File: src/rtl/spf_pkg.sv
package spf_pkg;
  typedef enum logic {
    ST_WANT_FIRST  = 1'b0,
    ST_WANT_SECOND = 1'b1
  } frame_state_e;
endpackage

File: src/rtl/spf_sync.sv
// Two-stage synchronizer for an asynchronous input vector.
module spf_sync #(
  parameter int          W         = 1,
  parameter logic [W-1:0] RESET_VAL = '0
) (
  input  logic         clk,
  input  logic         rst_n,
  input  logic [W-1:0] d_async,
  output logic [W-1:0] d_sync
);
  logic [W-1:0] stage1_q;
  logic [W-1:0] stage2_q;

  always_ff @(posedge clk or negedge rst_n) begin
    if (!rst_n) begin
      stage1_q <= RESET_VAL;
      stage2_q <= RESET_VAL;
    end else begin
      stage1_q <= d_async;
      stage2_q <= stage1_q;
    end
  end

  assign d_sync = stage2_q;
endmodule

File: src/rtl/spf_pulse_qual.sv
// Measures the low time of the synchronized strobe, and emits one event
// with the byte at the trailing edge of a pulse that was long enough.
module spf_pulse_qual #(
  parameter int MIN_LOW = 4,
  parameter int DATA_W  = 8
) (
  input  logic              clk,
  input  logic              rst_n,
  input  logic              strobe_s,
  input  logic [DATA_W-1:0] data_s,
  output logic              evt,
  output logic [DATA_W-1:0] evt_byte
);
  localparam int              CW        = $clog2(MIN_LOW + 1);
  localparam logic [CW-1:0]   LOW_LIMIT = CW'(MIN_LOW);

  logic [CW-1:0]     low_cnt_q, low_cnt_d;
  logic              prev_q;
  logic              evt_q, evt_d;
  logic [DATA_W-1:0] byte_q;
  logic              rise;

  always_comb begin
    rise = strobe_s & ~prev_q;
    evt_d = rise && (low_cnt_q >= LOW_LIMIT);
    if (strobe_s)                    low_cnt_d = '0;
    else if (low_cnt_q == LOW_LIMIT) low_cnt_d = low_cnt_q;
    else                             low_cnt_d = low_cnt_q + 1'b1;
  end

  always_ff @(posedge clk or negedge rst_n) begin
    if (!rst_n) begin
      low_cnt_q <= '0;
      prev_q    <= 1'b1;
      evt_q     <= 1'b0;
      byte_q    <= '0;
    end else begin
      low_cnt_q <= low_cnt_d;
      prev_q    <= strobe_s;
      evt_q     <= evt_d;
      if (evt_d) byte_q <= data_s;
    end
  end

  assign evt      = evt_q;
  assign evt_byte = byte_q;

  // one event per pulse, never on two adjacent cycles
  p_single_event_r3: assert property (@(posedge clk) disable iff (!rst_n)
    evt_q |=> !evt_q);
  // an event follows a low-to-high transition of the synchronized strobe
  p_event_on_rise_r2: assert property (@(posedge clk) disable iff (!rst_n)
    evt_q |-> ($past(strobe_s) && !$past(strobe_s, 2)));
endmodule

File: src/rtl/spf_frame_fsm.sv
// Pairs events into commands and abandons a half-built command on timeout.
module spf_frame_fsm
  import spf_pkg::*;
#(
  parameter int GAP_TIMEOUT = 64,
  parameter int DATA_W      = 8
) (
  input  logic              clk,
  input  logic              rst_n,
  input  logic              evt,
  input  logic [DATA_W-1:0] evt_byte,
  output logic              cmd_valid,
  output logic [DATA_W-1:0] cmd_first_byte,
  output logic [DATA_W-1:0] cmd_second_byte,
  output logic              timeout_flag
);
  localparam int            GW       = $clog2(GAP_TIMEOUT + 1);
  localparam logic [GW-1:0] GAP_LAST = GW'(GAP_TIMEOUT - 1);

  frame_state_e      state_q, state_d;
  logic [GW-1:0]     gap_q, gap_d;
  logic [DATA_W-1:0] hold_q, hold_d;
  logic              fire, expire;
  logic              valid_q;
  logic [DATA_W-1:0] out1_q, out2_q;
  logic              flag_q;

  always_comb begin
    state_d = state_q;
    gap_d   = gap_q;
    hold_d  = hold_q;
    fire    = 1'b0;
    expire  = 1'b0;
    unique case (state_q)
      ST_WANT_FIRST: begin
        if (evt) begin
          state_d = ST_WANT_SECOND;
          gap_d   = '0;
          hold_d  = evt_byte;
        end
      end
      ST_WANT_SECOND: begin
        if (evt) begin
          fire    = 1'b1;
          state_d = ST_WANT_FIRST;
          gap_d   = '0;
        end else if (gap_q == GAP_LAST) begin
          expire  = 1'b1;
          state_d = ST_WANT_FIRST;
          gap_d   = '0;
          hold_d  = '0;
        end else begin
          gap_d   = gap_q + 1'b1;
        end
      end
      default: state_d = ST_WANT_FIRST;
    endcase
  end

  always_ff @(posedge clk or negedge rst_n) begin
    if (!rst_n) begin
      state_q <= ST_WANT_FIRST;
      gap_q   <= '0;
      hold_q  <= '0;
      valid_q <= 1'b0;
      out1_q  <= '0;
      out2_q  <= '0;
      flag_q  <= 1'b0;
    end else begin
      state_q <= state_d;
      gap_q   <= gap_d;
      hold_q  <= hold_d;
      valid_q <= fire;
      if (fire) begin
        out1_q <= hold_q;
        out2_q <= evt_byte;
      end
      if (expire) flag_q <= 1'b1;
    end
  end

  assign cmd_valid       = valid_q;
  assign cmd_first_byte  = out1_q;
  assign cmd_second_byte = out2_q;
  assign timeout_flag    = flag_q;

  // the completion pulse lasts one cycle
  p_valid_single_r5: assert property (@(posedge clk) disable iff (!rst_n)
    valid_q |=> !valid_q);
  // the output bytes move only together with a completion pulse
  p_bytes_hold_r6: assert property (@(posedge clk) disable iff (!rst_n)
    !valid_q |-> ($stable(out1_q) && $stable(out2_q)));
  // the timeout flag never clears outside reset
  p_flag_sticky_r8: assert property (@(posedge clk) disable iff (!rst_n)
    flag_q |=> flag_q);
  // the gap counter never runs past the window
  p_gap_bound_r7: assert property (@(posedge clk) disable iff (!rst_n)
    (state_q == ST_WANT_SECOND) |-> (gap_q <= GAP_LAST));
  // a completion only follows a pending first pulse
  p_valid_needs_first_r4: assert property (@(posedge clk) disable iff (!rst_n)
    $rose(valid_q) |-> ($past(state_q) == ST_WANT_SECOND));
endmodule

File: src/rtl/strobe_pair_framer.sv
module strobe_pair_framer #(
  parameter int DATA_W      = 8,
  parameter int MIN_LOW     = 4,
  parameter int GAP_TIMEOUT = 64
) (
  input  logic              clk,
  input  logic              rst_n,
  input  logic              strobe_n,
  input  logic [DATA_W-1:0] data_in,
  output logic              cmd_valid,
  output logic [DATA_W-1:0] cmd_first_byte,
  output logic [DATA_W-1:0] cmd_second_byte,
  output logic              timeout_flag
);
  logic [1:0]        rst_pipe_q;
  logic              rst_int_n;
  logic              strobe_s;
  logic [DATA_W-1:0] data_s;
  logic              evt;
  logic [DATA_W-1:0] evt_byte;

  // reset asserts at once and is released on a clock edge
  always_ff @(posedge clk or negedge rst_n) begin
    if (!rst_n) rst_pipe_q <= 2'b00;
    else        rst_pipe_q <= {rst_pipe_q[0], 1'b1};
  end
  assign rst_int_n = rst_pipe_q[1];

  spf_sync #(.W(1), .RESET_VAL(1'b1)) u_sync_strobe (
    .clk(clk), .rst_n(rst_int_n), .d_async(strobe_n), .d_sync(strobe_s)
  );

  spf_sync #(.W(DATA_W), .RESET_VAL('0)) u_sync_data (
    .clk(clk), .rst_n(rst_int_n), .d_async(data_in), .d_sync(data_s)
  );

  spf_pulse_qual #(.MIN_LOW(MIN_LOW), .DATA_W(DATA_W)) u_qual (
    .clk(clk), .rst_n(rst_int_n), .strobe_s(strobe_s), .data_s(data_s),
    .evt(evt), .evt_byte(evt_byte)
  );

  spf_frame_fsm #(.GAP_TIMEOUT(GAP_TIMEOUT), .DATA_W(DATA_W)) u_fsm (
    .clk(clk), .rst_n(rst_int_n), .evt(evt), .evt_byte(evt_byte),
    .cmd_valid(cmd_valid), .cmd_first_byte(cmd_first_byte),
    .cmd_second_byte(cmd_second_byte), .timeout_flag(timeout_flag)
  );

  // nothing is reported while reset is held
  p_quiet_in_reset_r1: assert property (@(posedge clk)
    !rst_int_n |-> (!cmd_valid && !timeout_flag));
endmodule

File: config.mk
export PLATFORM = sky130hd
export DESIGN_NAME = strobe_pair_framer
export DESIGN_NICKNAME = d
export VERILOG_FILES = /design/src/rtl/spf_pkg.sv /design/src/rtl/spf_sync.sv /design/src/rtl/spf_pulse_qual.sv /design/src/rtl/spf_frame_fsm.sv /design/src/rtl/strobe_pair_framer.sv
export SDC_FILE = /design/constraint.sdc
export NUM_CORES = 1
export LEC_CHECK = 0
export ABC_AREA = 1
export BUFFER_PORTS_ARGS = -buffer_cell sky130_fd_sc_hd__buf_2
export CAP_MARGIN = 40
export CORE_MARGIN = 3
export CORE_UTILIZATION = 45
export CTS_BUF_LIST = sky130_fd_sc_hd__clkbuf_4
export DETAILED_ROUTE_END_ITERATION = 6
export GPL_TIMING_DRIVEN = 1
export PLACE_DENSITY = 0.71
export SETUP_SLACK_MARGIN = 0.15
export SLEW_MARGIN = 15
export SYNTH_ARGS = -nofsm -noshare
export SYNTH_HDL_FRONTEND = slang
export SYNTH_SLANG_ARGS = --single-unit
File: constraint.sdc
create_clock -name clk -period 5.01 [get_ports clk]
set_clock_uncertainty 0.15 [all_clocks]
set_input_delay 0.501 -clock clk [delete_from_list [all_inputs] [get_ports clk]]
set_output_delay 0.501 -clock clk [all_outputs]
set_load 0.005 [all_outputs]
==> impl_results.html, run 1 <==
<table>
<tr><th>Metric</th><th>Value</th></tr>
<tr><th colspan="2">Status</th></tr>
<tr><td>Result of the run</td><td>complete, no violations</td></tr>
<tr><th colspan="2">Critical path</th></tr>
<tr><td>Cell with the largest stage delay on the worst path</td><td>dfrtp_1</td></tr>
<tr><td>Launching element type of the critical path</td><td>flip-flop</td></tr>
<tr><td>Largest fanout of any net on the critical path</td><td>23</td></tr>
<tr><td>Critical path buffer and inverter count</td><td>1</td></tr>
<tr><td>Critical path, cell by cell</td><td>nand2_4 &gt; clkinv_4 &gt; nor2_4 &gt; nand2_4 &gt; nand2_1 &gt; nand2_1</td></tr>
<tr><td>CP Capture Type</td><td>flip-flop</td></tr>
<tr><td>Signal arrival time at the worst endpoint</td><td>~1800 ps</td></tr>
<tr><td>CP Data Required Time</td><td>5150 ps</td></tr>
<tr><td>Setup CP Type</td><td>flip-flop to flip-flop</td></tr>
<tr><td>Longest individual stage delay on the worst path</td><td>between 500 and 600 ps</td></tr>
<tr><td>CP top delay family</td><td>simple AND/OR/NAND/NOR gates</td></tr>
<tr><th colspan="2">CTS</th></tr>
<tr><td>CTS tree</td><td>yes</td></tr>
<tr><td>Clock-pin slew on the worst setup and hold paths</td><td>about 120 ps</td></tr>
<tr><td>Number of clock sinks seen by CTS</td><td>67</td></tr>
<tr><td>CTS H-Tree Depth</td><td>3</td></tr>
<tr><td>CTS Buf Count</td><td>9</td></tr>
<tr><td>Root Buffer Master</td><td>clkbuf_4</td></tr>
<tr><td>Clk_lat worst skew</td><td>around 400 ps</td></tr>
<tr><td>Maximum root-to-sink buffer count</td><td>2</td></tr>
<tr><td>Hold buffer count at CTS</td><td>2</td></tr>
<tr><td>Post-CTS Setup Repair Bufs</td><td>0</td></tr>
<tr><td>Post_cts resized</td><td>0</td></tr>
<tr><th colspan="2">Cells and area</th></tr>
<tr><td>Final core occ</td><td>0.5490</td></tr>
<tr><td>Antenna diode instance count</td><td>0</td></tr>
<tr><td>Fillers</td><td>470</td></tr>
<tr><td>Area grow syn2layout</td><td>15.30%</td></tr>
<tr><td>Commonest non-fill, non-tap cells in the layout</td><td>nand2_1, dfrtp_1, buf_2</td></tr>
<tr><td>Proportion of layout cells with a drive suffix above 1</td><td>0.2602</td></tr>
<tr><td>Nets</td><td>~280</td></tr>
<tr><td>Most common cell after layout, fill and taps aside</td><td>nand2_1</td></tr>
<tr><th colspan="2">Yosys</th></tr>
<tr><td>Synthesized area</td><td>~0.0025 mm²</td></tr>
<tr><td>Register bit count reported by yosys</td><td>67</td></tr>
<tr><td>Avg Synthesized Cell Area</td><td>between 10 and 15 µm²</td></tr>
<tr><td>Number of different library cells in the post-synthesis netlist</td><td>27</td></tr>
<tr><td>Post-Synthesis Cells</td><td>227</td></tr>
<tr><td>Warnings from Yosys</td><td>0</td></tr>
<tr><td>Seq/Total Area, Yosys</td><td>0.6739</td></tr>
<tr><td>Synthesized Nets</td><td>about 240</td></tr>
<tr><th colspan="2">Drt</th></tr>
<tr><td>Overall via count from detail_route</td><td>~1,500</td></tr>
<tr><td>Total wirelength of the detailed-routed design</td><td>3783 µm</td></tr>
<tr><td>Number of vias per cell</td><td>approximately 4.4</td></tr>
<tr><td>Remaining antenna violation count</td><td>0</td></tr>
<tr><td>Initial DRT Pass Iterations</td><td>4</td></tr>
<tr><td>Routed length per placed instance</td><td>11.16 µm</td></tr>
<tr><td>Number of DRC markers after the initial detailed-route iteration</td><td>between 90 and 100</td></tr>
<tr><td>Count of unresolved DRC violations after routing</td><td>0</td></tr>
<tr><th colspan="2">Floorplanning</th></tr>
<tr><td>Die Span X</td><td>80.44 µm</td></tr>
<tr><td>Boundary Pins</td><td>29</td></tr>
<tr><td>Floorplan row count</td><td>26</td></tr>
<tr><td>Initial core utilization</td><td>0.4761</td></tr>
<tr><td>Vertical die dimension</td><td>a little over 80 µm</td></tr>
<tr><td>Area of the core region</td><td>around 0.0052 mm²</td></tr>
<tr><td>Total Die Area</td><td>around 0.0065 mm²</td></tr>
<tr><th colspan="2">Power and ir drop</th></tr>
<tr><td>Sequential cell fraction of total power</td><td>0.523</td></tr>
<tr><td>VDD IR-drop max</td><td>between 0.2 and 0.25 mV</td></tr>
<tr><td>Switching fraction of total power</td><td>0.3079</td></tr>
<tr><td>Pwr Density</td><td>469.6 mW/mm²</td></tr>
<tr><td>Total leakage power</td><td>about 1.5 nW</td></tr>
<tr><td>Internal cell power</td><td>0.9345 mW</td></tr>
<tr><td>Power share of the clock group</td><td>0.302</td></tr>
<tr><td>Net switching power figure</td><td>around 0.42 mW</td></tr>
<tr><td>Comb power frac</td><td>0.175</td></tr>
<tr><th colspan="2">STA</th></tr>
<tr><td>Setup repair after global routing missed its margin</td><td>false</td></tr>
<tr><td>Endpoints failing hold</td><td>0</td></tr>
<tr><td>Total negative setup slack</td><td>0 ps</td></tr>
<tr><td>Max frequency</td><td>between 600 and 700 MHz</td></tr>
<tr><td>Time the worst path needs with I/O delays and setup</td><td>between 1500 and 2000 ps</td></tr>
<tr><td>Final Worst Setup Slack</td><td>around 3400 ps</td></tr>
<tr><td>Slew Viols, Final</td><td>0</td></tr>
<tr><td>Final period util</td><td>0.3211</td></tr>
<tr><td>Final setup violation count</td><td>0</td></tr>
<tr><td>Worst-case headroom to the max-slew limit</td><td>0.4815</td></tr>
<tr><td>Pin slew with the least headroom to its limit</td><td>between 700 and 800 ps</td></tr>
<tr><th colspan="2">Placement</th></tr>
<tr><td>I/O Buffers</td><td>28</td></tr>
<tr><td>Setup Slack @ Placement</td><td>3422 ps</td></tr>
<tr><td>Estimated wirelength of the detail-placed design</td><td>around 2400 µm</td></tr>
<tr><td>GPL Wtd Cong</td><td>between 0.7 and 0.8</td></tr>
<tr><th colspan="2">Global route</th></tr>
<tr><td>Number of global-route vias before repair</td><td>1,569</td></tr>
<tr><td>Antenna violations before repair</td><td>0</td></tr>
<tr><td>GRT Overall Usage</td><td>0.1465</td></tr>
<tr><td>Maximum number of pins on one net before global-route repair</td><td>66</td></tr>
<tr><td>Total congestion overflow</td><td>0</td></tr>
<tr><td>First-pass GRT wire length</td><td>roughly 7000 µm</td></tr>
<tr><th colspan="2">Hold path</th></tr>
<tr><td>Type of the worst min-delay path</td><td>input pin to flip-flop</td></tr>
<tr><th colspan="2">Job</th></tr>
<tr><td>Maximum Capacitance Violations</td><td>0</td></tr>
</table>
## worst register-to-register path, delay by kind of cell, from the launching register on
family / cells / cell delay (ps)
AND/OR/NAND/NOR: 5 / 650
flip-flops: 1 / 550
buffers and inverters: 1 / 170
## registers in the layout, summed over array words and instances, names as in the netlist, 3 cells and up
name,flops
u_fsm.cmd_second_byte,8
u_fsm.cmd_first_byte,8
u_qual.evt_byte,8
u_sync_data.stage1_q,8
u_qual.low_cnt_q,3
u_fsm.hold_q,8
u_fsm.gap_q,7
u_sync_data.d_sync,8
## power groups by stage
stage	Clock (mW)	Sequential, mW	Combinational, mW
after floorplan	0	0.701	0.189
after global placement	0	0.712	0.231
after detailed placement	0	0.717	0.238
after CTS	0.424	0.707	0.242
after global routing	0.444	0.722	0.278
final	0.408	0.706	0.236
## final cells by class
type / count / area (µm²) / share of cell area
Clock buffer: 9 / 67.56 / 0.02350
Clock inverter: 7 / 100.1 / 0.03481
Inverter: 16 / 65.06 / 0.02263
Multi-Input combinational cell: 139 / 705.7 / 0.2454
Sequential cell: 67 / 1682 / 0.5849
Tap cell: 70 / 87.58 / 0.03046
Timing Repair Buffer: 31 / 167.7 / 0.05831
## metrics by stage
step	total power, mW	hold WS, ps	instance area (µm²)	instances
global route	1.443	5.291	2875	339
CTS	1.373	7.884	2875	339
global placement	0.9432	136.3	2688	321
floorplan	0.8898	55.41	2494	227
detailed placement	0.9556	136.9	2688	321
finish	1.350	48.04	2875	339
## kinds of logic after synthesis
family                   count (synthesis)  share of synthesized area
AND/OR/NAND/NOR                        109                     0.1977
AO/OA/AOI/OAI                           23                    0.05820
flip-flops                              67                     0.6739
other                                    1                   0.001504
buffers and inverters                   21                    0.04315
adder cells (fa/ha/maj)                  3                    0.01505
XOR/XNOR                                 3                    0.01054
## cell usage after synthesis
library cell  count  area share
nand2_2           1      0.0025
xor2_1            1      0.0035
dfstp_2           3       0.032
nor3_1            1      0.0020
nand2_1          87        0.13
o21ai_0          11       0.022
nand3_1           4      0.0080
o21bai_1          2      0.0060
inv_2             2      0.0030
clkinv_4          1      0.0035
o31ai_1           1      0.0030
nand2_4           4       0.018
nand4_1           1      0.0025
dfrtp_1          64        0.64
nor2_1            4      0.0060
a21oi_1           2      0.0040
buf_4             2      0.0060
nor2_2            2      0.0050
conb_1            1      0.0015
nor2_4            5       0.023
xnor2_1           2      0.0070
o21ai_1           1      0.0020
buf_2             1      0.0020
buf_6             2      0.0090
inv_1            13       0.020
ha_1              3       0.015
o21ai_2           6       0.021
## final timing paths
check / start / endpoint / slack (ps) / depth (start not counted)
setup reg to reg: u_fsm.state_q$_DFF_PN0_ / u_fsm.hold_q[0]$_DFFE_PN0P_ / 3400 / 6
hold reg to reg: u_sync_data.stage1_q[0]$_DFF_PN0_ / u_sync_data.d_sync[0]$_DFF_PN0_ / 210 / 0
min in group asynchronous: rst_n / rst_pipe_q[1]$_DFF_PN0_ / 250 / 2
max in group asynchronous: rst_pipe_q[1]$_DFF_PN0_ / u_sync_data.stage1_q[4]$_DFF_PN0_ / 3940 / 1
hold / removal: data_in[6] / u_sync_data.stage1_q[6]$_DFF_PN0_ / 50 / 1
setup / recovery: u_fsm.state_q$_DFF_PN0_ / u_fsm.hold_q[0]$_DFFE_PN0P_ / 3400 / 6
## layer usage
layer | track usage | vias to the layer above | share of wire
li1 | - | 777 | -
met1 | 0.1946 | 691 | 0.50
met2 | 0.2119 | 31 | 0.44
met3 | 0.04372 | 5 | 0.042
met4 | 0.08615 | 0 | 0.016
met5 | 0 | - | 0
(Power assumes the default switching activity.)
==> inputs of run 2 (changes only) <==
--- a/config.mk
+++ b/config.mk
@@ -13,7 +13,7 @@
 export CTS_BUF_LIST = sky130_fd_sc_hd__clkbuf_4
 export DETAILED_ROUTE_END_ITERATION = 6
 export GPL_TIMING_DRIVEN = 1
-export PLACE_DENSITY = 0.71
+export PLACE_DENSITY = 0.74
 export SETUP_SLACK_MARGIN = 0.15
 export SLEW_MARGIN = 15
 export SYNTH_ARGS = -nofsm -noshare
==> constraint.sdc (replaced) <==
create_clock -name clk -period 1.3 [get_ports clk]
set_clock_uncertainty 0.15 [all_clocks]
set_input_delay 0.13 -clock clk [delete_from_list [all_inputs] [get_ports clk]]
set_output_delay 0.13 -clock clk [all_outputs]
set_load 0.005 [all_outputs]
==> impl_results.html, run 2 (synthesis results as in run 1) <==
<table>
<tr><th>Metric</th><th>Value</th></tr>
<tr><th colspan="2">Critical path</th></tr>
<tr><td>Flop-to-flop setup slack</td><td>-90 ps</td></tr>
<tr><td>CP Data Required Time</td><td>1460 ps</td></tr>
<tr><td>Setup CP Type</td><td>flip-flop to flip-flop</td></tr>
<tr><td>Reg-to-Reg Start</td><td>u_fsm.gap_q[0]$_DFFE_PN0P_</td></tr>
<tr><td>Cell with the largest stage delay on the worst path</td><td>dfrtp_1</td></tr>
<tr><td>Signal arrival time at the worst endpoint</td><td>about 1600 ps</td></tr>
<tr><td>Worst flop-to-flop path endpoint</td><td>u_fsm.hold_q[6]$_DFFE_PN0P_</td></tr>
<tr><td>Crit path depth</td><td>8</td></tr>
<tr><td>Launching element type of the critical path</td><td>flip-flop</td></tr>
<tr><td>Critical path buffer and inverter count</td><td>0</td></tr>
<tr><td>CP Capture Type</td><td>flip-flop</td></tr>
<tr><td>Longest individual stage delay on the worst path</td><td>380 ps</td></tr>
<tr><td>Cells on worst reg2reg path</td><td>8</td></tr>
<tr><td>CP top delay family</td><td>simple AND/OR/NAND/NOR gates</td></tr>
<tr><td>Largest fanout of any net on the critical path</td><td>8</td></tr>
<tr><td>Critical path, cell by cell</td><td>ha_2 &gt; nand2_2 &gt; nor2_4 &gt; nand2_4 &gt; nand2_4 &gt; nand2_8 &gt; nand2_1 &gt; nand2_1</td></tr>
<tr><th colspan="2">STA</th></tr>
<tr><td>Time the worst path needs with I/O delays and setup</td><td>between 1000 and 1500 ps</td></tr>
<tr><td>Final Worst Setup Slack</td><td>-89.90 ps</td></tr>
<tr><td>Setup repair after global routing missed its margin</td><td>true</td></tr>
<tr><td>Endpoints failing hold</td><td>0</td></tr>
<tr><td>Max frequency</td><td>~720 MHz</td></tr>
<tr><td>Final setup violation count</td><td>19</td></tr>
<tr><td>Final period util</td><td>1.069</td></tr>
<tr><td>Slew Viols, Final</td><td>0</td></tr>
<tr><th colspan="2">Status</th></tr>
<tr><td>Violations in the final reports</td><td>negative setup slack</td></tr>
<tr><td>Result of the run</td><td>finished, violations left</td></tr>
<tr><th colspan="2">Floorplanning</th></tr>
<tr><td>Initial core utilization</td><td>0.4761</td></tr>
<tr><td>Boundary Pins</td><td>29</td></tr>
<tr><td>Floorplan row count</td><td>26</td></tr>
<tr><td>Vertical die dimension</td><td>80.44 µm</td></tr>
<tr><td>Area of the core region</td><td>around 0.0052 mm²</td></tr>
<tr><td>Die Span X</td><td>just over 80 µm</td></tr>
<tr><td>Total Die Area</td><td>0.006471 mm²</td></tr>
<tr><th colspan="2">Cells and area</th></tr>
<tr><td>Nets</td><td>around 320</td></tr>
<tr><td>Final core occ</td><td>0.6486</td></tr>
<tr><td>Most common cell after layout, fill and taps aside</td><td>nand2_1</td></tr>
<tr><td>Non-filler cells in the finished layout</td><td>about 380</td></tr>
<tr><td>Proportion of layout cells with a drive suffix above 1</td><td>0.4345</td></tr>
<tr><td>Antenna diode instance count</td><td>0</td></tr>
<tr><td>Commonest non-fill, non-tap cells in the layout</td><td>nand2_1, dfrtp_1, buf_2</td></tr>
<tr><td>Area grow syn2layout</td><td>36.23%</td></tr>
<tr><th colspan="2">CTS</th></tr>
<tr><td>Clk_lat worst skew</td><td>410 ps</td></tr>
<tr><td>Root Buffer Master</td><td>clkbuf_4</td></tr>
<tr><td>CTS Buf Count</td><td>9</td></tr>
<tr><td>CTS tree</td><td>yes</td></tr>
<tr><td>Number of clock sinks seen by CTS</td><td>67</td></tr>
<tr><td>Maximum root-to-sink buffer count</td><td>2</td></tr>
<tr><td>CTS H-Tree Depth</td><td>3</td></tr>
<tr><td>Clock-pin slew on the worst setup and hold paths</td><td>~110 ps</td></tr>
<tr><th colspan="2">Global route</th></tr>
<tr><td>Antenna violations before repair</td><td>0</td></tr>
<tr><td>Maximum number of pins on one net before global-route repair</td><td>30</td></tr>
<tr><td>First-pass GRT wire length</td><td>7445 µm</td></tr>
<tr><td>Number of global-route vias before repair</td><td>1,604</td></tr>
<tr><td>Total congestion overflow</td><td>0</td></tr>
<tr><td>GRT Overall Usage</td><td>0.1581</td></tr>
<tr><th colspan="2">Drt</th></tr>
<tr><td>Total wirelength of the detailed-routed design</td><td>4547 µm</td></tr>
<tr><td>Count of unresolved DRC violations after routing</td><td>0</td></tr>
<tr><td>Initial DRT Pass Iterations</td><td>4</td></tr>
<tr><td>Remaining antenna violation count</td><td>0</td></tr>
<tr><td>Number of vias per cell</td><td>~4.5</td></tr>
<tr><td>Number of DRC markers after the initial detailed-route iteration</td><td>94</td></tr>
<tr><td>Routed length per placed instance</td><td>between 10 and 15 µm</td></tr>
<tr><td>Overall via count from detail_route</td><td>about 1,700</td></tr>
<tr><th colspan="2">Placement</th></tr>
<tr><td>Setup Slack @ Placement</td><td>-60.98 ps</td></tr>
<tr><td>GPL Wtd Cong</td><td>between 0.7 and 0.8</td></tr>
<tr><td>I/O Buffers</td><td>28</td></tr>
<tr><td>Estimated wirelength of the detail-placed design</td><td>2720 µm</td></tr>
<tr><td>Number of placed instances with taps included</td><td>~340</td></tr>
<tr><th colspan="2">Job</th></tr>
<tr><td>Maximum Capacitance Violations</td><td>0</td></tr>
<tr><th colspan="2">Hold path</th></tr>
<tr><td>Type of the worst min-delay path</td><td>flip-flop to async pin</td></tr>
<tr><th colspan="2">Power and ir drop</th></tr>
<tr><td>Total leakage power</td><td>around 1.8 nW</td></tr>
<tr><td>Total chip power</td><td>approximately 5.5 mW</td></tr>
<tr><td>Pwr Density</td><td>between 1500 and 2000 mW/mm²</td></tr>
<tr><td>VDD IR-drop max</td><td>around 0.93 mV</td></tr>
</table>
-- run 2: per-layer routing --
metal,vias to the layer above,global-route usage,wire length (µm)
li1,875,-,-
met1,801,0.1999,1943
met2,27,0.2376,2292
met3,7,0.06166,224
met4,0,0.07601,87
met5,-,0,0
-- run 2: worst max path at each step --
| stage | start | endpoint | slack [ps] |
|---|---|---|---|
| after floorplan | u_fsm.gap_q[0]$_DFFE_PN0P_ | u_fsm.state_q$_DFF_PN0_ | 7 |
| after global placement | u_fsm.gap_q[0]$_DFFE_PN0P_ | u_fsm.hold_q[3]$_DFFE_PN0P_ | 2 |
| after detailed placement | u_fsm.gap_q[0]$_DFFE_PN0P_ | u_fsm.hold_q[6]$_DFFE_PN0P_ | -60 |
| after CTS | u_fsm.gap_q[0]$_DFFE_PN0P_ | u_fsm.hold_q[6]$_DFFE_PN0P_ | -80 |
| after global routing | u_fsm.gap_q[0]$_DFFE_PN0P_ | u_fsm.state_q$_DFF_PN0_ | -170 |
| final | u_fsm.gap_q[0]$_DFFE_PN0P_ | u_fsm.hold_q[6]$_DFFE_PN0P_ | -90 |
-- run 2: final cells by class --
| type | instances | area (µm²) |
|---|---|---|
| fillers | 406 | 1841 |
| flip-flops and latches | 67 | 1685 |
| multi-input cells | 139 | 850.8 |
| repair buffers | 75 | 593.1 |
| well taps | 70 | 87.58 |
| clock buffers | 9 | 67.56 |
| inverters | 16 | 67.56 |
| clock inverters | 7 | 45.04 |
-- run 2: worst register-to-register path, stage by stage (launching register included) --
cell	delay [ps]
dfrtp_1	380
ha_2	190
nand2_2	80
nor2_4	130
nand2_4	80
nand2_4	90
nand2_8	80
nand2_1	80
nand2_1	50
-- run 2: metrics by stage --
stage / hold slack [ps] / TNS (ps) / cell area (µm²)
2_1_floorplan: -315.6 / 0 / 2506
3_3_place_gp: -233.7 / 0 / 2838
3_5_place_dp: -233.4 / -498.0 / 2838
4_1_cts: 72.36 / -902.3 / 3257
5_1_grt: 80.30 / -2927 / 3397
6_report: 63.89 / -1060 / 3397
-- run 2: timing repair --
action,in CTS,in global routing
endpoints found under the hold margin,11,0
gates resized for setup,28,25
hold buffers,11,0
endpoints found under the setup margin,58,63
pin swaps,8,7
buffers inserted,15,6
-- run 2: report_power, final --
group | switching (mW) | leakage [nW] | internal (mW) | total [mW]
Clock | 0.762 | 0.0671 | 0.386 | 1.15
Combinational | 0.800 | 0.845 | 0.793 | 1.59
Sequential | 0.281 | 0.862 | 2.44 | 2.72
==> inputs of run 3 (changes only) <==
--- a/config.mk
+++ b/config.mk
@@ -6,7 +6,7 @@
 export NUM_CORES = 1
 export LEC_CHECK = 0
 export ABC_AREA = 1
-export BUFFER_PORTS_ARGS = -buffer_cell sky130_fd_sc_hd__buf_2
+export BUFFER_PORTS_ARGS = -buffer_cell sky130_fd_sc_hd__buf_4
 export CAP_MARGIN = 40
 export CORE_MARGIN = 3
 export CORE_UTILIZATION = 45
@@ -15,7 +15,6 @@
 export GPL_TIMING_DRIVEN = 1
 export PLACE_DENSITY = 0.74
 export SETUP_SLACK_MARGIN = 0.15
-export SLEW_MARGIN = 15
 export SYNTH_ARGS = -nofsm -noshare
 export SYNTH_HDL_FRONTEND = slang
 export SYNTH_SLANG_ARGS = --single-unit
==> impl_results.html, run 3 (synthesis results as in run 1) <==
<table>
<tr><th>Metric</th><th>Value</th></tr>
<tr><th colspan="2">Status</th></tr>
<tr><td>Result of the run</td><td>finished, violations left</td></tr>
<tr><td>Violations in the final reports</td><td>negative setup slack</td></tr>
<tr><th colspan="2">STA</th></tr>
<tr><td>Final setup violation count</td><td>22</td></tr>
<tr><td>Slew Viols, Final</td><td>0</td></tr>
<tr><td>Endpoints failing hold</td><td>0</td></tr>
<tr><td>Setup repair after global routing missed its margin</td><td>true</td></tr>
<tr><td>Max frequency</td><td>739.2 MHz</td></tr>
<tr><td>Final period util</td><td>1.041</td></tr>
<tr><td>Final Worst Setup Slack</td><td>-52.75 ps</td></tr>
<tr><td>Final hold slack</td><td>between 50 and 60 ps</td></tr>
<tr><td>Time the worst path needs with I/O delays and setup</td><td>1353 ps</td></tr>
<tr><th colspan="2">Global route</th></tr>
<tr><td>First-pass GRT wire length</td><td>approximately 7400 µm</td></tr>
<tr><td>Maximum number of pins on one net before global-route repair</td><td>27</td></tr>
<tr><td>Total congestion overflow</td><td>0</td></tr>
<tr><td>Met1 track demand over resource</td><td>0.1822</td></tr>
<tr><td>GRT Overall Usage</td><td>0.1563</td></tr>
<tr><td>Met2 Track Usage GR</td><td>0.2541</td></tr>
<tr><td>Number of global-route vias before repair</td><td>~1,700</td></tr>
<tr><td>Met3 usage</td><td>0.04372</td></tr>
<tr><td>Global routing's busiest layer</td><td>met2</td></tr>
<tr><td>Antenna violations before repair</td><td>0</td></tr>
<tr><th colspan="2">Placement</th></tr>
<tr><td>Estimated wirelength of the detail-placed design</td><td>2622 µm</td></tr>
<tr><td>GPL Wtd Cong</td><td>about 0.8</td></tr>
<tr><td>I/O Buffers</td><td>28</td></tr>
<tr><th colspan="2">Drt</th></tr>
<tr><td>Number of DRC markers after the initial detailed-route iteration</td><td>48</td></tr>
<tr><td>Overall via count from detail_route</td><td>between 1,500 and 2,000</td></tr>
<tr><td>Number of vias per cell</td><td>4.537</td></tr>
<tr><td>Initial DRT Pass Iterations</td><td>4</td></tr>
<tr><td>Total wirelength of the detailed-routed design</td><td>4548 µm</td></tr>
<tr><td>Count of unresolved DRC violations after routing</td><td>0</td></tr>
<tr><td>Routed length per placed instance</td><td>between 10 and 15 µm</td></tr>
<tr><td>Remaining antenna violation count</td><td>0</td></tr>
<tr><th colspan="2">Floorplanning</th></tr>
<tr><td>Total Die Area</td><td>approximately 0.0065 mm²</td></tr>
<tr><td>Die Span X</td><td>roughly 80 µm</td></tr>
<tr><td>Area of the core region</td><td>roughly 0.0052 mm²</td></tr>
<tr><td>Vertical die dimension</td><td>just over 80 µm</td></tr>
<tr><td>Boundary Pins</td><td>29</td></tr>
<tr><td>Floorplan row count</td><td>26</td></tr>
<tr><td>Initial core utilization</td><td>0.4761</td></tr>
<tr><th colspan="2">CTS</th></tr>
<tr><td>CTS H-Tree Depth</td><td>3</td></tr>
<tr><td>Clock-pin slew on the worst setup and hold paths</td><td>120 ps</td></tr>
<tr><td>CTS Buf Count</td><td>9</td></tr>
<tr><td>Maximum root-to-sink buffer count</td><td>2</td></tr>
<tr><td>CTS tree</td><td>yes</td></tr>
<tr><td>Clk_lat worst skew</td><td>around 420 ps</td></tr>
<tr><td>Root Buffer Master</td><td>clkbuf_4</td></tr>
<tr><td>Number of clock sinks seen by CTS</td><td>67</td></tr>
<tr><th colspan="2">Cells and area</th></tr>
<tr><td>Antenna diode instance count</td><td>0</td></tr>
<tr><td>Proportion of layout cells with a drive suffix above 1</td><td>0.4226</td></tr>
<tr><td>Nets</td><td>around 320</td></tr>
<tr><td>Commonest non-fill, non-tap cells in the layout</td><td>nand2_1, dfrtp_1, buf_4</td></tr>
<tr><td>Area grow syn2layout</td><td>43.00%</td></tr>
<tr><td>Most common cell after layout, fill and taps aside</td><td>nand2_1</td></tr>
<tr><td>Final core occ</td><td>0.6808</td></tr>
<tr><th colspan="2">Critical path</th></tr>
<tr><td>CP Capture Type</td><td>flip-flop</td></tr>
<tr><td>Launching element type of the critical path</td><td>flip-flop</td></tr>
<tr><td>Most frequent CP cell</td><td>nand2_4</td></tr>
<tr><td>Signal arrival time at the worst endpoint</td><td>roughly 1500 ps</td></tr>
<tr><td>CP Data Required Time</td><td>~1500 ps</td></tr>
<tr><td>Launching instance or port of the critical path</td><td>u_fsm.gap_q[1]$_DFFE_PN0P_</td></tr>
<tr><td>Flop-to-flop setup slack</td><td>-50 ps</td></tr>
<tr><td>Worst flop-to-flop path endpoint</td><td>u_fsm.hold_q[3]$_DFFE_PN0P_</td></tr>
<tr><td>Cells on worst reg2reg path</td><td>8</td></tr>
<tr><td>Critical path, cell by cell</td><td>ha_2 &gt; nand2_4 &gt; nor2_4 &gt; nand2_4 &gt; nand2_4 &gt; nand2_4 &gt; nand2_1 &gt; nand2_1</td></tr>
<tr><td>Largest fanout of any net on the critical path</td><td>8</td></tr>
<tr><td>Cell with the largest stage delay on the worst path</td><td>dfrtp_1</td></tr>
<tr><td>Longest individual stage delay on the worst path</td><td>around 370 ps</td></tr>
<tr><td>Reg-to-Reg Start</td><td>u_fsm.gap_q[1]$_DFFE_PN0P_</td></tr>
<tr><td>Setup CP Type</td><td>flip-flop to flip-flop</td></tr>
<tr><td>Critical path capture point</td><td>u_fsm.hold_q[3]$_DFFE_PN0P_</td></tr>
<tr><th colspan="2">Power and ir drop</th></tr>
<tr><td>Total leakage power</td><td>between 1.5 and 2 nW</td></tr>
<tr><td>Total chip power</td><td>between 6 and 7 mW</td></tr>
<tr><td>VDD IR-drop max</td><td>around 0.97 mV</td></tr>
<tr><td>Pwr Density</td><td>between 1500 and 2000 mW/mm²</td></tr>
<tr><th colspan="2">Job</th></tr>
<tr><td>Maximum Capacitance Violations</td><td>0</td></tr>
<tr><th colspan="2">Hold path</th></tr>
<tr><td>Type of the worst min-delay path</td><td>flip-flop to async pin</td></tr>
</table>
## run 3: worst min path at each step
stage,depth (start not counted),slack [ps],endpoint,start
global route,0,80,u_qual.evt_byte[0]$_DFFE_PN0P_,rst_pipe_q[1]$_DFF_PN0_
global placement,1,-240,rst_pipe_q[0]$_DFF_PN0_,rst_n
CTS,0,70,u_fsm.cmd_second_byte[7]$_DFFE_PN0P_,rst_pipe_q[1]$_DFF_PN0_
floorplan,0,-320,rst_pipe_q[0]$_DFF_PN0_,rst_n
detailed placement,1,-240,rst_pipe_q[0]$_DFF_PN0_,rst_n
finish,0,60,u_qual.evt_byte[0]$_DFFE_PN0P_,rst_pipe_q[1]$_DFF_PN0_
## run 3: routing by layer
metal / wire, µm / share of wire
met3: 234 / 0.051
met2: 2367 / 0.52
met5: 0 / 0
met1: 1850 / 0.41
met4: 95 / 0.021
## run 3: what timing repair did
item,4_1_cts,5_1_grt
resized for setup,39,25
endpoints found under the setup margin,62,59
hold endpoints to repair,11,0
hold buffers,11,0
pin swaps,4,10
cloned,0,0
buffers inserted,10,8
## run 3: per-stage QoR
stage | instances | setup TNS, ps | cell area [µm²] | setup slack (ps)
floorplan | 227 | 0 | 2506 | 6.769
global placement | 335 | 0 | 2908 | 7.694
detailed placement | 335 | -346.8 | 2908 | -38.99
CTS | 372 | -506.0 | 3421 | -47.24
global route | 380 | -2396 | 3566 | -128.1
finish | 380 | -606.5 | 3566 | -52.75
## run 3: cell type report
cell class	count	area, µm²
Multi-Input combinational cell	139	830.8
Timing Repair Buffer	72	704.4
Tap cell	70	87.58
Clock buffer	9	67.56
Fill cell	380	1672
Clock inverter	7	123.9
Sequential cell	67	1687
Inverter	16	65.06
## run 3: critical path: cells and delay by family (launching register included)
kind	cells	cell delay [ps]
fa+ha+maj	1	210
flops	1	370
simple gates	7	520
## run 3: power by group
part	leakage, nW	internal (mW)	switching [mW]
Clock	0.0971	0.988	0.793
Sequential	0.860	2.45	0.306
Combinational	0.853	0.844	0.758
